$ cat src/rtl/tdm_split_pkg.sv
package tdm_split_pkg;
  localparam int SLOT_W_DEF  = 32;
  localparam int N_PAIRS_DEF = 4;
  localparam int SMP_W_DEF   = 24;
endpackage

$ cat src/rtl/tdm_split_rx.sv
module tdm_split_rx #(
  parameter  int SLOT_W     = 32,
  parameter  int N_SLOTS    = 8,
  localparam int FRAME_BITS = SLOT_W * N_SLOTS,
  localparam int CNT_W      = $clog2(FRAME_BITS),
  localparam int BIT_W      = $clog2(SLOT_W),
  localparam int SIDX_W     = CNT_W - BIT_W
) (
  input  logic              clk_i,
  input  logic              rst_ni,
  input  logic              bit_en_i,
  input  logic              fs_i,
  input  logic              sd_i,
  output logic [SLOT_W-1:0] word_o,
  output logic              word_vld_o,
  output logic [SIDX_W-1:0] slot_o,
  output logic              frame_done_o,
  output logic              misalign_o
);
  logic [CNT_W-1:0]  cnt_q;
  logic [SLOT_W-2:0] sh_q;
  logic              locked_q, mis_q;
  logic              last_bit, slot_end, early_fs;

  always_comb begin
    last_bit = (cnt_q == CNT_W'(FRAME_BITS - 1));
    slot_end = &cnt_q[BIT_W-1:0];
    early_fs = fs_i & ~last_bit;
  end

  assign word_o       = {sh_q, sd_i};
  assign word_vld_o   = bit_en_i & locked_q & slot_end & ~early_fs;
  assign frame_done_o = bit_en_i & locked_q & last_bit;
  assign slot_o       = cnt_q[CNT_W-1:BIT_W];
  assign misalign_o   = mis_q;

  always_ff @(posedge clk_i or negedge rst_ni) begin
    if (!rst_ni) begin
      cnt_q    <= '0;
      sh_q     <= '0;
      locked_q <= 1'b0;
      mis_q    <= 1'b0;
    end else if (bit_en_i) begin
      sh_q <= {sh_q[SLOT_W-3:0], sd_i};
      if (fs_i) begin
        cnt_q    <= '0;
        locked_q <= 1'b1;
        if (locked_q && !last_bit) mis_q <= 1'b1;
      end else if (locked_q) begin
        cnt_q <= last_bit ? '0 : cnt_q + 1'b1;
      end
    end
  end
endmodule

$ cat src/rtl/tdm_split_buf.sv
module tdm_split_buf #(
  parameter  int SLOT_W  = 32,
  parameter  int N_PAIRS = 4,
  parameter  int SMP_W   = 24,
  localparam int N_SLOTS = 2 * N_PAIRS,
  localparam int N_INT   = N_PAIRS - 1,
  localparam int SIDX_W  = $clog2(N_SLOTS)
) (
  input  logic                   clk_i,
  input  logic                   rst_ni,
  input  logic [SLOT_W-1:0]      word_i,
  input  logic                   word_vld_i,
  input  logic [SIDX_W-1:0]      slot_i,
  input  logic                   frame_done_i,
  output logic [N_INT*SMP_W-1:0] dac_left_o,
  output logic [N_INT*SMP_W-1:0] dac_right_o,
  output logic                   dac_valid_o,
  output logic [SLOT_W-1:0]      aux_left_o,
  output logic [SLOT_W-1:0]      aux_right_o
);
  logic [SLOT_W-1:0] aux_stage_q, hold_l_q, hold_r_q;
  logic              valid_q;

  for (genvar g = 0; g < N_INT; g++) begin : g_lane
    logic [SMP_W-1:0] stage_l_q, stage_r_q, out_l_q, out_r_q;
    always_ff @(posedge clk_i or negedge rst_ni) begin
      if (!rst_ni) begin
        stage_l_q <= '0;
        stage_r_q <= '0;
        out_l_q   <= '0;
        out_r_q   <= '0;
      end else begin
        if (word_vld_i && slot_i == SIDX_W'(g))
          stage_l_q <= word_i[SLOT_W-1 -: SMP_W];
        if (word_vld_i && slot_i == SIDX_W'(g + N_PAIRS))
          stage_r_q <= word_i[SLOT_W-1 -: SMP_W];
        if (frame_done_i) begin
          out_l_q <= stage_l_q;
          out_r_q <= stage_r_q;
        end
      end
    end
    assign dac_left_o[g*SMP_W +: SMP_W]  = out_l_q;
    assign dac_right_o[g*SMP_W +: SMP_W] = out_r_q;
  end

  // Last slot is always the word completing the frame: no stage needed
  always_ff @(posedge clk_i or negedge rst_ni) begin
    if (!rst_ni) begin
      aux_stage_q <= '0;
      hold_l_q    <= '0;
      hold_r_q    <= '0;
      valid_q     <= 1'b0;
    end else begin
      if (word_vld_i && slot_i == SIDX_W'(N_PAIRS - 1)) aux_stage_q <= word_i;
      if (frame_done_i) begin
        hold_l_q <= aux_stage_q;
        hold_r_q <= word_i;
      end
      valid_q <= frame_done_i;
    end
  end

  assign dac_valid_o = valid_q;
  assign aux_left_o  = hold_l_q;
  assign aux_right_o = hold_r_q;
endmodule

$ cat src/rtl/tdm_split_i2s_tx.sv
module tdm_split_i2s_tx #(
  parameter int SLOT_W = 32
) (
  input  logic              clk_i,
  input  logic              rst_ni,
  input  logic              bit_en_i,
  input  logic              lrclk_i,
  input  logic [SLOT_W-1:0] left_i,
  input  logic [SLOT_W-1:0] right_i,
  output logic              sd_o
);
  logic [SLOT_W-1:0] sh_q, pend_r_q;
  logic              lr_q, sd_q;

  always_ff @(posedge clk_i or negedge rst_ni) begin
    if (!rst_ni) begin
      sh_q     <= '0;
      pend_r_q <= '0;
      lr_q     <= 1'b1;
      sd_q     <= 1'b0;
    end else if (bit_en_i) begin
      sd_q <= sh_q[SLOT_W-1];
      if (lrclk_i != lr_q) begin
        lr_q <= lrclk_i;
        if (!lrclk_i) begin
          sh_q     <= left_i;
          pend_r_q <= right_i; // pair captured together at left start
        end else begin
          sh_q <= pend_r_q;
        end
      end else begin
        sh_q <= {sh_q[SLOT_W-2:0], 1'b0};
      end
    end
  end

  assign sd_o = sd_q;
endmodule

$ cat src/rtl/tdm_frame_splitter.sv
module tdm_frame_splitter
  import tdm_split_pkg::*;
#(
  parameter  int SLOT_W  = SLOT_W_DEF,
  parameter  int N_PAIRS = N_PAIRS_DEF,
  parameter  int SMP_W   = SMP_W_DEF,
  localparam int N_SLOTS = 2 * N_PAIRS,
  localparam int N_INT   = N_PAIRS - 1,
  localparam int SIDX_W  = $clog2(N_SLOTS)
) (
  input  logic                   clk_i,
  input  logic                   rst_ni,
  input  logic                   tdm_bit_en_i,
  input  logic                   tdm_fs_i,
  input  logic                   tdm_sd_i,
  input  logic                   aux_bit_en_i,
  input  logic                   aux_lrclk_i,
  output logic [N_INT*SMP_W-1:0] dac_left_o,
  output logic [N_INT*SMP_W-1:0] dac_right_o,
  output logic                   dac_valid_o,
  output logic                   misalign_o,
  output logic                   aux_sd_o
);
  logic [SLOT_W-1:0] word, aux_l, aux_r;
  logic              word_vld, frame_done;
  logic [SIDX_W-1:0] slot;

  tdm_split_rx #(.SLOT_W(SLOT_W), .N_SLOTS(N_SLOTS)) u_rx (
    .clk_i, .rst_ni,
    .bit_en_i(tdm_bit_en_i), .fs_i(tdm_fs_i), .sd_i(tdm_sd_i),
    .word_o(word), .word_vld_o(word_vld), .slot_o(slot),
    .frame_done_o(frame_done), .misalign_o(misalign_o)
  );

  tdm_split_buf #(.SLOT_W(SLOT_W), .N_PAIRS(N_PAIRS), .SMP_W(SMP_W)) u_buf (
    .clk_i, .rst_ni,
    .word_i(word), .word_vld_i(word_vld), .slot_i(slot),
    .frame_done_i(frame_done),
    .dac_left_o(dac_left_o), .dac_right_o(dac_right_o),
    .dac_valid_o(dac_valid_o),
    .aux_left_o(aux_l), .aux_right_o(aux_r)
  );

  tdm_split_i2s_tx #(.SLOT_W(SLOT_W)) u_aux (
    .clk_i, .rst_ni,
    .bit_en_i(aux_bit_en_i), .lrclk_i(aux_lrclk_i),
    .left_i(aux_l), .right_i(aux_r), .sd_o(aux_sd_o)
  );
endmodule

$ cat config.mk
export PLATFORM = sky130hd
export DESIGN_NAME = tdm_frame_splitter
export DESIGN_NICKNAME = d
export VERILOG_FILES = /design/src/rtl/tdm_split_pkg.sv /design/src/rtl/tdm_split_rx.sv /design/src/rtl/tdm_split_buf.sv /design/src/rtl/tdm_split_i2s_tx.sv /design/src/rtl/tdm_frame_splitter.sv
export SDC_FILE = /design/constraint.sdc
export NUM_CORES = 1
export LEC_CHECK = 0
export CORE_MARGIN = 4
export CORE_UTILIZATION = 35
export CTS_CLUSTER_DIAMETER = 30
export DETAILED_ROUTE_END_ITERATION = 16
export HOLD_SLACK_MARGIN = 0.03
export PLACE_DENSITY_LB_ADDON = 0.25
export RECOVER_POWER = 100
export SYNTH_ARGS = -nofsm -noshare
export SYNTH_HDL_FRONTEND = slang
export SYNTH_HIERARCHICAL = 1
export SYNTH_SLANG_ARGS = --single-unit
$ cat constraint.sdc
create_clock -name clk_i -period 2.7 [get_ports clk_i]
set_input_delay 0.405 -clock clk_i [delete_from_list [all_inputs] [get_ports clk_i]]
set_output_delay 0.405 -clock clk_i [all_outputs]
set_load 0.05 [all_outputs]
* After elaboration in Yosys (flattened, before gate mapping)
Index checks and enable logic that the tools add are counted.
** Operators by class
- $add $sub $neg :: 1
- Muxes and demuxes :: 5
- Bitwise operators :: 8
- Equality and inequality tests :: 8
- Reductions and logical operators :: 17
** Operator list (number)
- 32-bit 2-to-1 mux :: 2
- 8-bit 2-to-1 mux :: 3
- 3-bit equality test (second input constant) :: 3
- 8-bit by 1-bit adder with 8-bit output (second input constant) :: 1
- 8-bit equality test (second input constant) :: 1
- 1-bit logical AND :: 8
- 3-bit by 2-bit equality test with 1-bit output (second input constant) :: 2
- 2-bit AND reduction :: 3
- 3-bit AND reduction :: 2
- 1-bit AND :: 5
- 5-bit AND reduction :: 1
- 3-bit by 1-bit equality test with 1-bit output (second input constant) :: 1
- 3-bit logical NOT :: 1
- 1-bit NOT :: 3
- 2-bit nonzero test :: 1
- 1-bit logical NOT :: 1
- 1-bit inequality test :: 1
** Word-level totals
- Word-level logic and storage cells :: 63
- Input port bits :: 7
- Flip-flop bits (word level) :: 492
- Output and inout port bits :: 147

* Depth between registers and ports, before layout
- Word-level depth :: 6
- Mapped depth :: 10
- Gate-level depth less buffers :: 7

* Hierarchy
The synthesis kept the hierarchy.
** Modules (own cells, without submodules)
- tdm_split_buf :: area each 14315.0 µm², seq. area each 9634.2 µm², cells an instance 821, instances 1
- tdm_split_i2s_tx :: area each 3438.3 µm², seq. area each 1652.8 µm², cells an instance 251, instances 1
- tdm_split_rx :: area each 1737.9 µm², seq. area each 1026.0 µm², cells an instance 129, instances 1

* Worst setup path before layout
Ideal clock, no wire load.
- Path kind :: register -> register
- Start point :: register u_rx.cnt_q[0]
- End point :: register u_buf.g_lane[2].stage_l_q[13]
- Setup slack :: 385 ps
- Clock period less this slack :: 2315 ps
- Arrival :: 2190 ps
- Stages on the path, launching flop included :: 11
- Buffers on the path :: 4
- Required time :: 2575 ps
- Library setup time :: 125 ps
- Cell sequence :: dfrtp_1 ha_1 nand3_1 or2_1 buf_6 a21oi_1 buf_4 nor4bb_1 buf_2 buf_4 mux2_2
** Between the ends
- Cells in the longest elaborated chain, start to end :: 6
- Elaborated cells between the ends (all ways) :: 8
- Classes of those cells :: eq/ne (1); bitwise (5); reduce/logical (2)
** Ends and longest elaborated chain
- from (decl) :: line tdm_split_rx.sv:20 : logic [CNT_W-1:0] cnt_q;
- from (signal assigned) :: line tdm_split_rx.sv:50 : cnt_q <= last_bit ? '0 : cnt_q + 1'b1;
- 8-bit equality test :: line tdm_split_rx.sv:26 : last_bit = (cnt_q == CNT_W'(FRAME_BITS - 1));
- 1-bit NOT :: line tdm_split_rx.sv:28 : early_fs = fs_i & ~last_bit;
- 1-bit AND :: line tdm_split_rx.sv:28
- 1-bit NOT :: line tdm_split_rx.sv:32 : assign word_vld_o = bit_en_i & locked_q & slot_end & ~early_fs;
- 1-bit AND (*) :: line tdm_split_rx.sv:32
- named net word_vld :: line tdm_frame_splitter.sv:25 : logic word_vld, frame_done;
- 1-bit logical AND (*) :: line tdm_split_buf.sv:33 : if (word_vld_i && slot_i == SIDX_W'(g))
- to (signal assigned) :: line tdm_split_buf.sv:34 : stage_l_q <= word_i[SLOT_W-1 -: SMP_W];
- to (decl) :: line tdm_split_buf.sv:25 : logic [SMP_W-1:0] stage_l_q, stage_r_q, out_l_q, out_r_q;
The timed path passes the listed nets; every way through them passes the cells marked *.
A chain may end at the register's enable or synchronous reset.

* Final worst setup path
- Start point :: register u_rx.cnt_q[0]
- End point :: register u_buf.g_lane[0].stage_r_q[17]
** Between the ends
- Cells in the longest elaborated chain, start to end :: 6
- Elaborated cells between the ends (all ways) :: 8
- Classes of those cells :: eq/ne (1); bitwise (5); reduce/logical (2)
** Ends and longest elaborated chain
- 8-bit equality test :: line tdm_split_rx.sv:26
- 1-bit NOT :: line tdm_split_rx.sv:28
- 1-bit AND :: line tdm_split_rx.sv:28
- 1-bit NOT :: line tdm_split_rx.sv:32
- 1-bit AND (*) :: line tdm_split_rx.sv:32
- named net word_vld :: line tdm_frame_splitter.sv:25
- 1-bit logical AND (*) :: line tdm_split_buf.sv:35 : if (word_vld_i && slot_i == SIDX_W'(g + N_PAIRS))
- to (signal assigned) :: line tdm_split_buf.sv:36 : stage_r_q <= word_i[SLOT_W-1 -: SMP_W];
- to (decl) :: line tdm_split_buf.sv:25
Marked as above.

==> flow_metrics.tcl <==
set metrics [dict create \
    outcome "finished with violations" \
    violations "capacitance limit, slew limit" \
    syn_area_mm2 0.0195 \
    vias 10938 \
    drt_first_iter_violations 502 \
    grt_max_degree 73 \
    met3WireLength_mm 1.67 \
    grt_pass1_vias 12125 \
    area_growth_pct 31.0 \
    syn_inst 1201 \
    start_util_pct 35.4 \
    slew_violations 88 \
    htree_levels 3 \
    cp-start-kind "flip-flop" \
    clock_power_share_pct 60.0 \
    finish.utilization_pct 46.4 \
    crit_path_top_delay_cell "dfrtp_1" \
    clock-sinks 492 \
    synth_edf_count 0 \
    met2_length_mm 19.6 \
    cts-root-buf "clkbuf_16" \
    finalSetupTns_ps 0 \
    hp-class "in -> reg" \
    synth-simple-area-share_pct 2.49 \
    reg2reg_depth 8 \
    p_switching_mw 5.13 \
    hold_viol_final 0 \
    synth_top_family_by_area "multiplexers" \
    routedWlPerCell_um 19.0 \
    die_h_um 244 \
    power_frac_seq_pct 37.4 \
    max_stage_delay_ps 390 \
    cts_tree "yes" \
    r2r-start "u_rx/cnt_q[0]" \
    synthMuxAreaShare_pct 29.8 \
    cts_resized 0 \
    nets 1427 \
    post-route-drc-count 0 \
    tightest_slew_ps 1690 \
    holdPathStages 3 \
    ys.flop_type "dfrtp_1" \
    drt-vias-per-instance 4.85 \
    placed_cells 2060 \
    reg2reg_to "u_buf/g_lane[0].stage_r_q[17]" \
    path_class "reg -> reg" \
    synth-adder-area-share_pct 0.128 \
    hold_path_end "u_rx/cnt_q[2]" \
    synth_area_per_cell_um2 16.2 \
    async_flop_share_pct 100 \
    vdd.ir_drop.worst_uv 603 \
    top_layer "met4" \
    leakagePower_nw 13.0 \
    swShare_pct 23.2 \
    dieArea_mm2 0.0595 \
    synth_compound_gate_area_share_pct 1.96 \
    reg2reg_slack_ps 160 \
    synthDistinctLibCells 42 \
    worstHoldStart "tdm_bit_en_i" \
    numCtsBuffers 103 \
    clockBufferDepth 3 \
    gp_congestion 0.757 \
    syn-num-nets 1210 \
    seq_area_frac_synth_pct 63.2 \
    setup_violations 0 \
    cp_num_buf_inv 2 \
    finalClockSkew_ps 20.6 \
    layoutNonFillerInstCount 2254 \
    clk_latency_ps 630 \
    num_rows 86 \
    routed_wl_mm 42.8 \
    clkTransAtPathRegs_ps 50 \
    rsz0062_at_grt "no" \
    startpoint "u_rx/cnt_q[0]" \
    die_x_um 244 \
    drive_gt1_share_pct 41.0 \
    grt_pass1_wl_mm 70.0 \
    fmax_ghz 0.394 \
    cp_top_family "simple AND/OR/NAND/NOR gates" \
    globalRouteOverflowTotal 0 \
    setup_slack_ps 160 \
    ant_nets 0 \
    path_cells "ha_1 > nand3_1 > or2_1 > a21oi_1 > buf_4 > and4bb_1 > buf_4 > mux2_2" \
    post-route-period-util_pct 94.1 \
    synth-seq-cells 492 \
    finalPower_mw 22.2 \
    internal_power_mw 17.0 \
    crit_arrival_ps 3040 \
    diodes 0 \
    ios 154 \
    fin_crit_ps 2540 \
    synthXorXnorAreaFrac_pct 0 \
    io_buffers 153 \
    antenna_found_initial 2 \
    pre_cts_ws_ps 195 \
    gr-usage-all-layers_pct 14.7 \
    core_mm2 0.0551 \
    max_slew_margin_pct -12.4 \
    power_frac_comb_pct 2.6 \
    max_cap_viol_count 2 \
    required_ps 3200 \
    worstPathMaxFanout 24 \
    power.density_mw_per_mm2 868 \
    m1WireLength_mm 20.5 \
    end_kind "flip-flop" \
    dr.pass1.iters 6 \
    yosys_warnings 6 \
    cpMostUsedCell "buf_4" \
    dpl.hpwl_mm 25.2 \
]
==> per-layer routing <==
layer  vias up  track usage (%)
li1       4815                -
met1      5818             20.7
met2       223             22.4
met3        82             3.40
met4         0             5.23
met5         -                0
==> through the flow <==
stage               cell area [um^2]  hold slack (ps)
floorplan                      19500              109
global placement               22000              386
detailed placement             22000              399
CTS                            25800              256
global route                   25500              300
finish                         25500              282
==> synth_stat cells (3+ instances only) <==
master | count | area, um^2
a21oi_1 | 5 | 25.0
buf_2 | 44 | 220
buf_4 | 15 | 113
buf_6 | 11 | 124
clkbuf_1 | 4 | 15.0
dfrtp_1 | 491 | 12300
inv_1 | 3 | 11.3
mux2_1 | 34 | 383
mux2_2 | 385 | 4340
mux2_4 | 30 | 450
mux2i_1 | 63 | 631
nand2_1 | 8 | 30.0
nand2b_1 | 32 | 200
nand3_1 | 4 | 20.0
nor2_1 | 6 | 22.5
o21ai_1 | 3 | 15.0
o221ai_1 | 31 | 272
==> cell usage in the layout (no fill, tap or decap), types with 3 or more instances in the layout <==
cell           synthesis  final
inv_1                  3      3
clkbuf_8               0     20
clkinv_8               0      3
clkinv_2               0     20
dlygate4sd3_1          0    149
clkbuf_16              0    105
buf_12                 0     10
clkbuf_1               4      6
nor2_1                 6      5
clkinv_4               0      5
clkinvlp_4             0     14
mux2i_1               63     63
a21oi_1                5      5
nand2b_1              32     32
buf_2                 44      3
mux2_2               385    385
mux2_1                34     63
o221ai_1              31     31
clkbuf_4               0      4
inv_6                  0      5
nand2_1                8      8
bufinv_16              0     16
dfrtp_1              491    491
nand3_1                4      4
buf_4                 15     12
buf_6                 11      3
==> how the worst max path moves through the flow <==
stage,depth (start not counted),endpoint
5_1_grt,3,u_buf/aux_stage_q[5]
3_3_place_gp,8,u_buf/g_lane[1].stage_l_q[17]
3_5_place_dp,8,u_buf/g_lane[1].stage_l_q[22]
4_1_cts,8,u_buf/g_lane[1].stage_l_q[22]
6_report,8,u_buf/g_lane[0].stage_r_q[17]
2_1_floorplan,10,u_buf/g_lane[2].stage_l_q[13]
==> worst reg2reg max path, cell delays in order (launching register included) <==
cell	delay (ps)
dfrtp_1	390
ha_1	220
nand3_1	110
or2_1	350
a21oi_1	200
buf_4	180
and4bb_1	200
buf_4	370
mux2_2	420
==> flip-flops by register name, indices dropped and copies added, names as in the netlist, 8 cells and up <==
register / count
u_buf/g_lane.out_l_q: 72
u_buf/g_lane.out_r_q: 72
u_buf/g_lane.stage_l_q: 72
u_buf/g_lane.stage_r_q: 72
u_aux/pend_r_q: 32
u_aux/sh_q: 32
u_buf/aux_left_o: 32
u_buf/aux_right_o: 32
u_buf/aux_stage_q: 32
u_rx/sh_q: 31
u_rx/cnt_q: 8
==> timing repair <==
item | 4_1_cts | 5_1_grt
endpoints found under the hold margin | 46 | 0
setup buffers | 0 | 0
hold buffers | 1 | 0
==> cell type report <==
| class | instances | area [um^2] |
|---|---|---|
| inverter | 3 | 11.3 |
| timing repair buffer | 187 | 1900 |
| multi-input combinational | 631 | 6610 |
| sequential | 492 | 12300 |
| clock buffer | 129 | 2920 |
| clock inverter | 64 | 852 |
| fill | 4880 | 29600 |
| tap | 748 | 936 |
==> kinds of logic (layout without fill, tap and decap cells) <==
kind of cell / Yosys count / count (layout)
flops: 492 / 492
mux: 512 / 512
buf+inv: 78 / 383
fa+ha+maj: 2 / 2
compound gates: 48 / 48
simple gates: 69 / 69
==> power groups by stage <==
stage,clock network [mW],registers (mW),logic [mW]
after floorplan,0,7.99,0.361
after global placement,0,8.44,0.588
after detailed placement,0,8.44,0.601
after CTS,13.6,8.32,0.606
after global routing,14.0,8.36,0.645
final,13.3,8.30,0.574
Note: power is estimated with default switching activity, not from simulation.
